$ cat src/rtl/aux_snoop_pkg.sv
package aux_snoop_pkg;
  localparam int ADDR_W    = 20;
  localparam int HDR_BYTES = 4;

  localparam logic [3:0] CMD_NATIVE_WR = 4'b1000;
  localparam logic [3:0] RPL_ACK       = 4'b0000;

  // Bit order mirrors the per-lane training byte (bit 5 down to bit 0).
  typedef struct packed {
    logic       pre_max;
    logic [1:0] pre_lvl;
    logic       drv_max;
    logic [1:0] drv_lvl;
  } lane_set_t;
endpackage

$ cat src/rtl/aux_frame_parser.sv
module aux_frame_parser
  import aux_snoop_pkg::*;
#(
  parameter int IDX_W = 10
) (
  input  logic              clk,
  input  logic              rst_n,
  input  logic              fire,
  input  logic [7:0]        data,
  input  logic              sof,
  input  logic              eof,
  input  logic              is_reply,
  output logic              req_sof,
  output logic              rep_sof,
  output logic [3:0]        rep_code,
  output logic              wr_vld,
  output logic [ADDR_W-1:0] wr_addr,
  output logic [7:0]        wr_data,
  output logic              wr_end
);
  localparam logic [IDX_W-1:0] IDX_MAX = '1;
  localparam logic [IDX_W-1:0] IDX_HDR = IDX_W'(HDR_BYTES);

  logic [IDX_W-1:0]  idx_q, idx_cur, off;
  logic              rep_q, rep_cur;
  logic [3:0]        cmd_q;
  logic [ADDR_W-1:0] addr_q;
  logic [7:0]        len_q;
  logic              is_wr;

  always_comb begin
    idx_cur  = sof ? '0 : idx_q;
    rep_cur  = sof ? is_reply : rep_q;
    off      = idx_cur - IDX_HDR;
    is_wr    = (cmd_q == CMD_NATIVE_WR);
    req_sof  = fire & sof & ~is_reply;
    rep_sof  = fire & sof & is_reply;
    rep_code = data[7:4];
    wr_vld   = fire & ~rep_cur & (idx_cur >= IDX_HDR) & is_wr &
               (off <= IDX_W'(len_q));
    wr_addr  = addr_q + ADDR_W'(off);
    wr_data  = data;
    wr_end   = fire & eof & ~rep_cur & (idx_cur >= IDX_HDR - 1'b1) & is_wr;
  end

  always_ff @(posedge clk or negedge rst_n) begin
    if (!rst_n) begin
      idx_q  <= IDX_MAX;
      rep_q  <= 1'b1;
      cmd_q  <= '0;
      addr_q <= '0;
      len_q  <= '0;
    end else if (fire) begin
      rep_q <= rep_cur;
      idx_q <= (idx_cur == IDX_MAX) ? IDX_MAX : idx_cur + 1'b1;
      if (!rep_cur) begin
        if (idx_cur == IDX_W'(0)) begin
          cmd_q                      <= data[7:4];
          addr_q[ADDR_W-1 -: 4]      <= data[3:0];
        end else if (idx_cur == IDX_W'(1)) begin
          addr_q[15:8] <= data;
        end else if (idx_cur == IDX_W'(2)) begin
          addr_q[7:0] <= data;
        end else if (idx_cur == IDX_W'(3)) begin
          len_q <= data;
        end
      end
    end
  end
endmodule

$ cat src/rtl/aux_shadow_stage.sv
module aux_shadow_stage
  import aux_snoop_pkg::*;
#(
  parameter int                LANES     = 4,
  parameter logic [ADDR_W-1:0] CNT_ADDR  = 20'h00101,
  parameter logic [ADDR_W-1:0] LANE_BASE = 20'h00103
) (
  input  logic                    clk,
  input  logic                    rst_n,
  input  logic                    req_sof,
  input  logic                    rep_sof,
  input  logic                    wr_vld,
  input  logic [ADDR_W-1:0]       wr_addr,
  input  logic [7:0]              wr_data,
  input  logic                    wr_end,
  output logic                    pend,
  output logic                    stg_cnt_vld,
  output logic [3:0]              stg_cnt,
  output logic [LANES-1:0]        stg_lane_vld,
  output lane_set_t [LANES-1:0]   stg_lane
);
  logic flush;
  assign flush = req_sof | rep_sof;

  always_ff @(posedge clk or negedge rst_n) begin
    if (!rst_n) begin
      pend        <= 1'b0;
      stg_cnt_vld <= 1'b0;
      stg_cnt     <= '0;
    end else begin
      if (flush)       pend <= 1'b0;
      else if (wr_end) pend <= 1'b1;

      if (flush) begin
        stg_cnt_vld <= 1'b0;
      end else if (wr_vld && wr_addr == CNT_ADDR) begin
        stg_cnt_vld <= 1'b1;
        stg_cnt     <= wr_data[3:0];
      end
    end
  end

  for (genvar i = 0; i < LANES; i++) begin : g_lane
    logic hit;
    assign hit = wr_vld && (wr_addr == LANE_BASE + ADDR_W'(i));
    always_ff @(posedge clk or negedge rst_n) begin
      if (!rst_n) begin
        stg_lane_vld[i] <= 1'b0;
        stg_lane[i]     <= '0;
      end else if (flush) begin
        stg_lane_vld[i] <= 1'b0;
      end else if (hit) begin
        stg_lane_vld[i] <= 1'b1;
        stg_lane[i]     <= lane_set_t'(wr_data[5:0]);
      end
    end
  end
endmodule

$ cat src/rtl/aux_live_regs.sv
module aux_live_regs
  import aux_snoop_pkg::*;
#(
  parameter int LANES = 4
) (
  input  logic                  clk,
  input  logic                  rst_n,
  input  logic                  rep_sof,
  input  logic [3:0]            rep_code,
  input  logic                  pend,
  input  logic                  stg_cnt_vld,
  input  logic [3:0]            stg_cnt,
  input  logic [LANES-1:0]      stg_lane_vld,
  input  lane_set_t [LANES-1:0] stg_lane,
  output logic                  cnt_vld,
  output logic [LANES-1:0]      lane_en,
  output logic [LANES-1:0]      lane_vld,
  output lane_set_t [LANES-1:0] live_lane
);
  localparam logic [4:0] MAX_CNT = 5'(LANES);

  logic       commit, cnt_ok;
  logic [3:0] cnt_q;

  assign commit = rep_sof & pend & (rep_code == RPL_ACK);
  assign cnt_ok = stg_cnt_vld && $onehot(stg_cnt) && ({1'b0, stg_cnt} <= MAX_CNT);

  always_ff @(posedge clk or negedge rst_n) begin
    if (!rst_n) begin
      cnt_vld <= 1'b0;
      cnt_q   <= '0;
    end else if (commit && cnt_ok) begin
      cnt_vld <= 1'b1;
      cnt_q   <= stg_cnt;
    end
  end

  for (genvar i = 0; i < LANES; i++) begin : g_lane
    assign lane_en[i] = cnt_vld && ({1'b0, cnt_q} > 5'(i));
    always_ff @(posedge clk or negedge rst_n) begin
      if (!rst_n) begin
        lane_vld[i]  <= 1'b0;
        live_lane[i] <= '0;
      end else if (commit && stg_lane_vld[i]) begin
        lane_vld[i]  <= 1'b1;
        live_lane[i] <= stg_lane[i];
      end
    end
  end
endmodule

$ cat src/rtl/aux_lt_snoop.sv
module aux_lt_snoop
  import aux_snoop_pkg::*;
#(
  parameter int                LANES     = 4,
  parameter int                IDX_W     = 10,
  parameter logic [ADDR_W-1:0] CNT_ADDR  = 20'h00101,
  parameter logic [ADDR_W-1:0] LANE_BASE = 20'h00103
) (
  input  logic                 clk,
  input  logic                 rst_n,
  input  logic                 in_valid,
  output logic                 in_ready,
  input  logic [7:0]           in_data,
  input  logic                 in_sof,
  input  logic                 in_eof,
  input  logic                 in_is_reply,
  output logic                 lane_cnt_valid,
  output logic [LANES-1:0]     lane_en,
  output logic [LANES-1:0]     lane_set_valid,
  output logic [2*LANES-1:0]   drive_lvl,
  output logic [LANES-1:0]     drive_max,
  output logic [2*LANES-1:0]   preemph_lvl,
  output logic [LANES-1:0]     preemph_max
);
  logic              ready_q, fire;
  logic              req_sof, rep_sof, wr_vld, wr_end, pend;
  logic [3:0]        rep_code, stg_cnt;
  logic [ADDR_W-1:0] wr_addr;
  logic [7:0]        wr_data;
  logic              stg_cnt_vld;
  logic [LANES-1:0]  stg_lane_vld;
  lane_set_t [LANES-1:0] stg_lane, live_lane;

  always_ff @(posedge clk or negedge rst_n) begin
    if (!rst_n) ready_q <= 1'b0;
    else        ready_q <= 1'b1;
  end
  assign in_ready = ready_q;
  assign fire     = in_valid & ready_q;

  aux_frame_parser #(.IDX_W(IDX_W)) u_parse (
    .clk(clk), .rst_n(rst_n), .fire(fire), .data(in_data), .sof(in_sof),
    .eof(in_eof), .is_reply(in_is_reply), .req_sof(req_sof), .rep_sof(rep_sof),
    .rep_code(rep_code), .wr_vld(wr_vld), .wr_addr(wr_addr), .wr_data(wr_data),
    .wr_end(wr_end)
  );

  aux_shadow_stage #(.LANES(LANES), .CNT_ADDR(CNT_ADDR), .LANE_BASE(LANE_BASE)) u_stage (
    .clk(clk), .rst_n(rst_n), .req_sof(req_sof), .rep_sof(rep_sof),
    .wr_vld(wr_vld), .wr_addr(wr_addr), .wr_data(wr_data), .wr_end(wr_end),
    .pend(pend), .stg_cnt_vld(stg_cnt_vld), .stg_cnt(stg_cnt),
    .stg_lane_vld(stg_lane_vld), .stg_lane(stg_lane)
  );

  aux_live_regs #(.LANES(LANES)) u_live (
    .clk(clk), .rst_n(rst_n), .rep_sof(rep_sof), .rep_code(rep_code), .pend(pend),
    .stg_cnt_vld(stg_cnt_vld), .stg_cnt(stg_cnt), .stg_lane_vld(stg_lane_vld),
    .stg_lane(stg_lane), .cnt_vld(lane_cnt_valid), .lane_en(lane_en),
    .lane_vld(lane_set_valid), .live_lane(live_lane)
  );

  for (genvar i = 0; i < LANES; i++) begin : g_out
    assign drive_lvl[2*i +: 2]   = live_lane[i].drv_lvl;
    assign drive_max[i]          = live_lane[i].drv_max;
    assign preemph_lvl[2*i +: 2] = live_lane[i].pre_lvl;
    assign preemph_max[i]        = live_lane[i].pre_max;
  end
endmodule

$ cat config.mk
export PLATFORM = sky130hd
export DESIGN_NAME = aux_lt_snoop
export DESIGN_NICKNAME = d
export VERILOG_FILES = /design/src/rtl/aux_snoop_pkg.sv /design/src/rtl/aux_frame_parser.sv /design/src/rtl/aux_shadow_stage.sv /design/src/rtl/aux_live_regs.sv /design/src/rtl/aux_lt_snoop.sv
export SDC_FILE = /design/constraint.sdc
export NUM_CORES = 1
export LEC_CHECK = 0
export BUFFER_PORTS_ARGS = -buffer_cell sky130_fd_sc_hd__buf_2
export CORE_ASPECT_RATIO = 1.1
export CORE_MARGIN = 2
export CORE_UTILIZATION = 45
export DETAILED_ROUTE_END_ITERATION = 10
export GPL_TIMING_DRIVEN = 0
export REMOVE_ABC_BUFFERS = 1
export SLEW_MARGIN = 20
export SYNTH_ARGS = -nofsm -noshare
export SYNTH_HDL_FRONTEND = slang
export SYNTH_SLANG_ARGS = --single-unit
export TNS_END_PERCENT = 30
$ cat constraint.sdc
create_clock -name clk -period 10.32 [get_ports clk]
set_input_delay 2.064 -clock clk [delete_from_list [all_inputs] [get_ports clk]]
set_output_delay 2.064 -clock clk [all_outputs]
set_load 0.005 [all_outputs]
==> metrics.csv <==
metric,value,unit
status,"finished, final reports clean",
CP Capture Type,flip-flop,
Die Span Y,124.7,um
#FFs+latches synth,111,
top-area cell type share of the netlist area,0.4196,
Pint,0.7985,mW
"commonest non-fill, non-tap cells in the layout","dfrtp_1 (100), mux2_2 (84), buf_2 (46)",
die width,113.8,um
Clock power frac,0.307,
gr busiest metal,met2,
nets,598,
layout cells sized above 1,0.3208,
worst setup margin,4.476,ns
DRC Markers,0,
Setup TNS Final,0,ns
# setup viols final,0,
"Hold Vio Cnt, Final",0,
DR vias/cell,5.754,
P_sw,0.3719,mW
Max Cap Violations,0,
"FFs w/ async S/R, synth",1.000,
actual slew at the worst max-slew pin,0.8412,ns
antenna violations before repair,0,
dpl cells,703,
Post-synth EDFFs,0,
Pleak,3.257,nW
sequential area share after synthesis,0.4680,
core area,13050,um2
ys flop type,dfrtp_1,
crit start category,input pin,
Slew HR,0.4247,
CTS buffer count,9,
DR WL/cell,18.27,um
Clock Latency Late Sink,0.35,ns
Required @ worst endpoint,10.56,ns
YS warnings,0,
Netlist cell types,62,
Hold Crit Class,reg -> reg,
via count,4137,
Layout Cells excl Fill,719,
post-layout min period,5.844,ns
VDD IR-drop max,90.47,uV
synthesized area,5964,um2
Worst Path Arrival,6.09,ns
Gate Count Post-Synth,513,
number of iterations in the first detailed-routing pass,4,
first-pass GRT wire length,21710,um
fin. max-slew vios,0,
Starting Density,0.4571,
Synth area leaders,"dfrtp_1 (42%), mux2_2 (16%), ha_1 (6.1%), dfstp_2 (4.8%), nand2_1 (2.1%)",
Comb power frac,0.246,
Synth Area per Inst,11.63,um2
Overall Global Routing Usage,0.1950,
pin count of the biggest net entering global routing,59,
HPWL Detailed,9412,um
postcts setup bufs,0,
crit share post-route,0.5663,
Sw Ratio,0.3178,
M1 GR Usage,0.2578,
Critical Setup Path Class,in -> reg,
sequential share of power,0.447,
# H-tree levels,3,
Clock Tree Root,clkbuf_16,
"most common cell after layout, fill and taps aside",dfrtp_1,
placed cell area,6344,um2
Finished Cell Area,6648,um2
antenna diode count,0,
ANT nets after route,0,
Detailed Route WL,13140,um
"area leader, netlist",dfrtp_1,
die area,14190,um2
DRT iter0 DRCs,242,
Power Dens Cells,176.1,nW/um2
Finished Core Util,0.5095,
fillcell total,1164,
clock-pin transition on the worst setup and hold timing paths,0.07,ns
# port buffers,47,
GR Util met2,0.3311,
Clock Tree Buf Depth,2,
met3 Use GR,0.02871,
RSZ-0062 raised after global routing,no,
std cell rows,44,
vias in the first global route,4154,
Final GP Congestion,0.8427,
num ports,48,
P&R area growth vs syn,11.45,%
# hold bufs at CTS,0,
f_max,171.1,MHz
TritonCTS clock tree,yes,
CP Max Fanout,25,
pre-CTS setup slack,4.116,ns
"Remaining Overflow, GRT",0,
post-CTS sizing,0,
Fin Clk Skew,0.009962,ns
CTS Sinks,111,
critical path: stages:
cell and delay, ns:
buf_2 0.34, nand2b_1 0.25, inv_1 0.16, ha_1 0.24, fa_1 0.42, a21o_1 0.22
a21oi_1 0.18, xnor2_1 0.09, a2111oi_0 0.76, nand3_1 0.32, or4_4 0.71, mux2_4 0.33
power groups by stage:
stage / Clock [mW] / Sequential [mW] / Combinational, mW
2_1_floorplan: 0 / 0.516 / 0.215
3_3_place_gp: 0 / 0.529 / 0.277
3_5_place_dp: 0 / 0.530 / 0.284
4_1_cts: 0.371 / 0.522 / 0.286
5_1_grt: 0.386 / 0.529 / 0.319
6_report: 0.360 / 0.523 / 0.288
path summary, 6_finish.rpt:
path,depth (start not counted),end,start,slack [ns]
worst max-delay path,12,u_stage.stg_lane[4],in_sof,4.48
worst min-delay path,1,u_live.lane_vld[1],u_live.lane_vld[1],0.46
worst max register to register,11,u_stage.stg_lane[4],u_parse.idx_q[5],5.32
worst min register to register,1,u_live.lane_vld[1],u_live.lane_vld[1],0.46
max in group asynchronous,2,u_live.live_lane[14],rst_n,7.98
min in group asynchronous,1,u_parse.addr_q[13],rst_n,1.68
registers in the layout, summed over array words and instances (netlist names):
signal,cells
u_live.live_lane,24
u_stage.stg_lane,24
u_parse.addr_q,20
u_parse.idx_q,10
u_parse.len_q,8
u_live.cnt_q,4
u_live.lane_vld,4
u_parse.cmd_q,4
u_stage.stg_cnt,4
u_stage.stg_lane_vld,4
in_ready,1
u_live.cnt_vld,1
u_parse.rep_q,1
u_stage.pend,1
u_stage.stg_cnt_vld,1
final cells by class:
type,count,area [um2],share of cell area
clock buffer,11,242.7,0.03651
clock inverter,5,61.31,0.009223
inverter,20,75.07,0.01129
multi-input combinational,363,3007,0.4523
sequential,111,2791,0.4199
tap,161,201.4,0.03030
timing repair buffer,48,269.0,0.04047
cell families (layout without fill, tap and decap cells):
logic type | count (synthesis) | in the layout | synth area share
and+or+nand+nor | 132 | 132 | 0.1311
DFF | 111 | 111 | 0.4680
AOI/OAI and AO/OA | 98 | 98 | 0.1145
muxes | 92 | 92 | 0.1771
buffers and inverters | 39 | 84 | 0.02790
adders and majority gates | 31 | 31 | 0.06755
xor gates and xnor gates | 9 | 9 | 0.01321
other | 1 | 1 | 0.0006287
cell usage after synthesis (4+ instances only):
master     number
dfrtp_1       100
mux2_2         84
nor2b_1         8
o21a_1          5
nand2_1        33
and4_1          5
nand3_1         8
a31oi_1         6
inv_1          20
o21ai_0        19
or3_1           5
nor4_1          7
mux2_4          6
ha_1           29
and3_1          6
nor3_1          6
a211o_1         5
a21oi_1        22
o22a_1          4
dfstp_2        11
xor2_1          4
clkbuf_1       13
nor2_1         11
a2111oi_0       5
a211oi_1        4
nand2b_1        7
a21o_1          8
buf_2           4
and2_1          4
xnor2_1         5
nand4_1        11
or2_2           4
per-layer routing:
metal | part of all wire | vias up
met4 | 0.013 | 0
met2 | 0.50 | 69
met3 | 0.024 | 9
li1 | - | 1973
met1 | 0.46 | 2086
met5 | 0 | -
metrics by stage:
step / power, mW / hold slack, ns
floorplan: 0.7308 / 0.4387
CTS: 1.179 / 0.4676
detailed placement: 0.8144 / 0.4495
global route: 1.235 / 0.4743
global placement: 0.8058 / 0.4439
finish: 1.170 / 0.4617
Note: power is estimated with default switching activity, not from simulation.
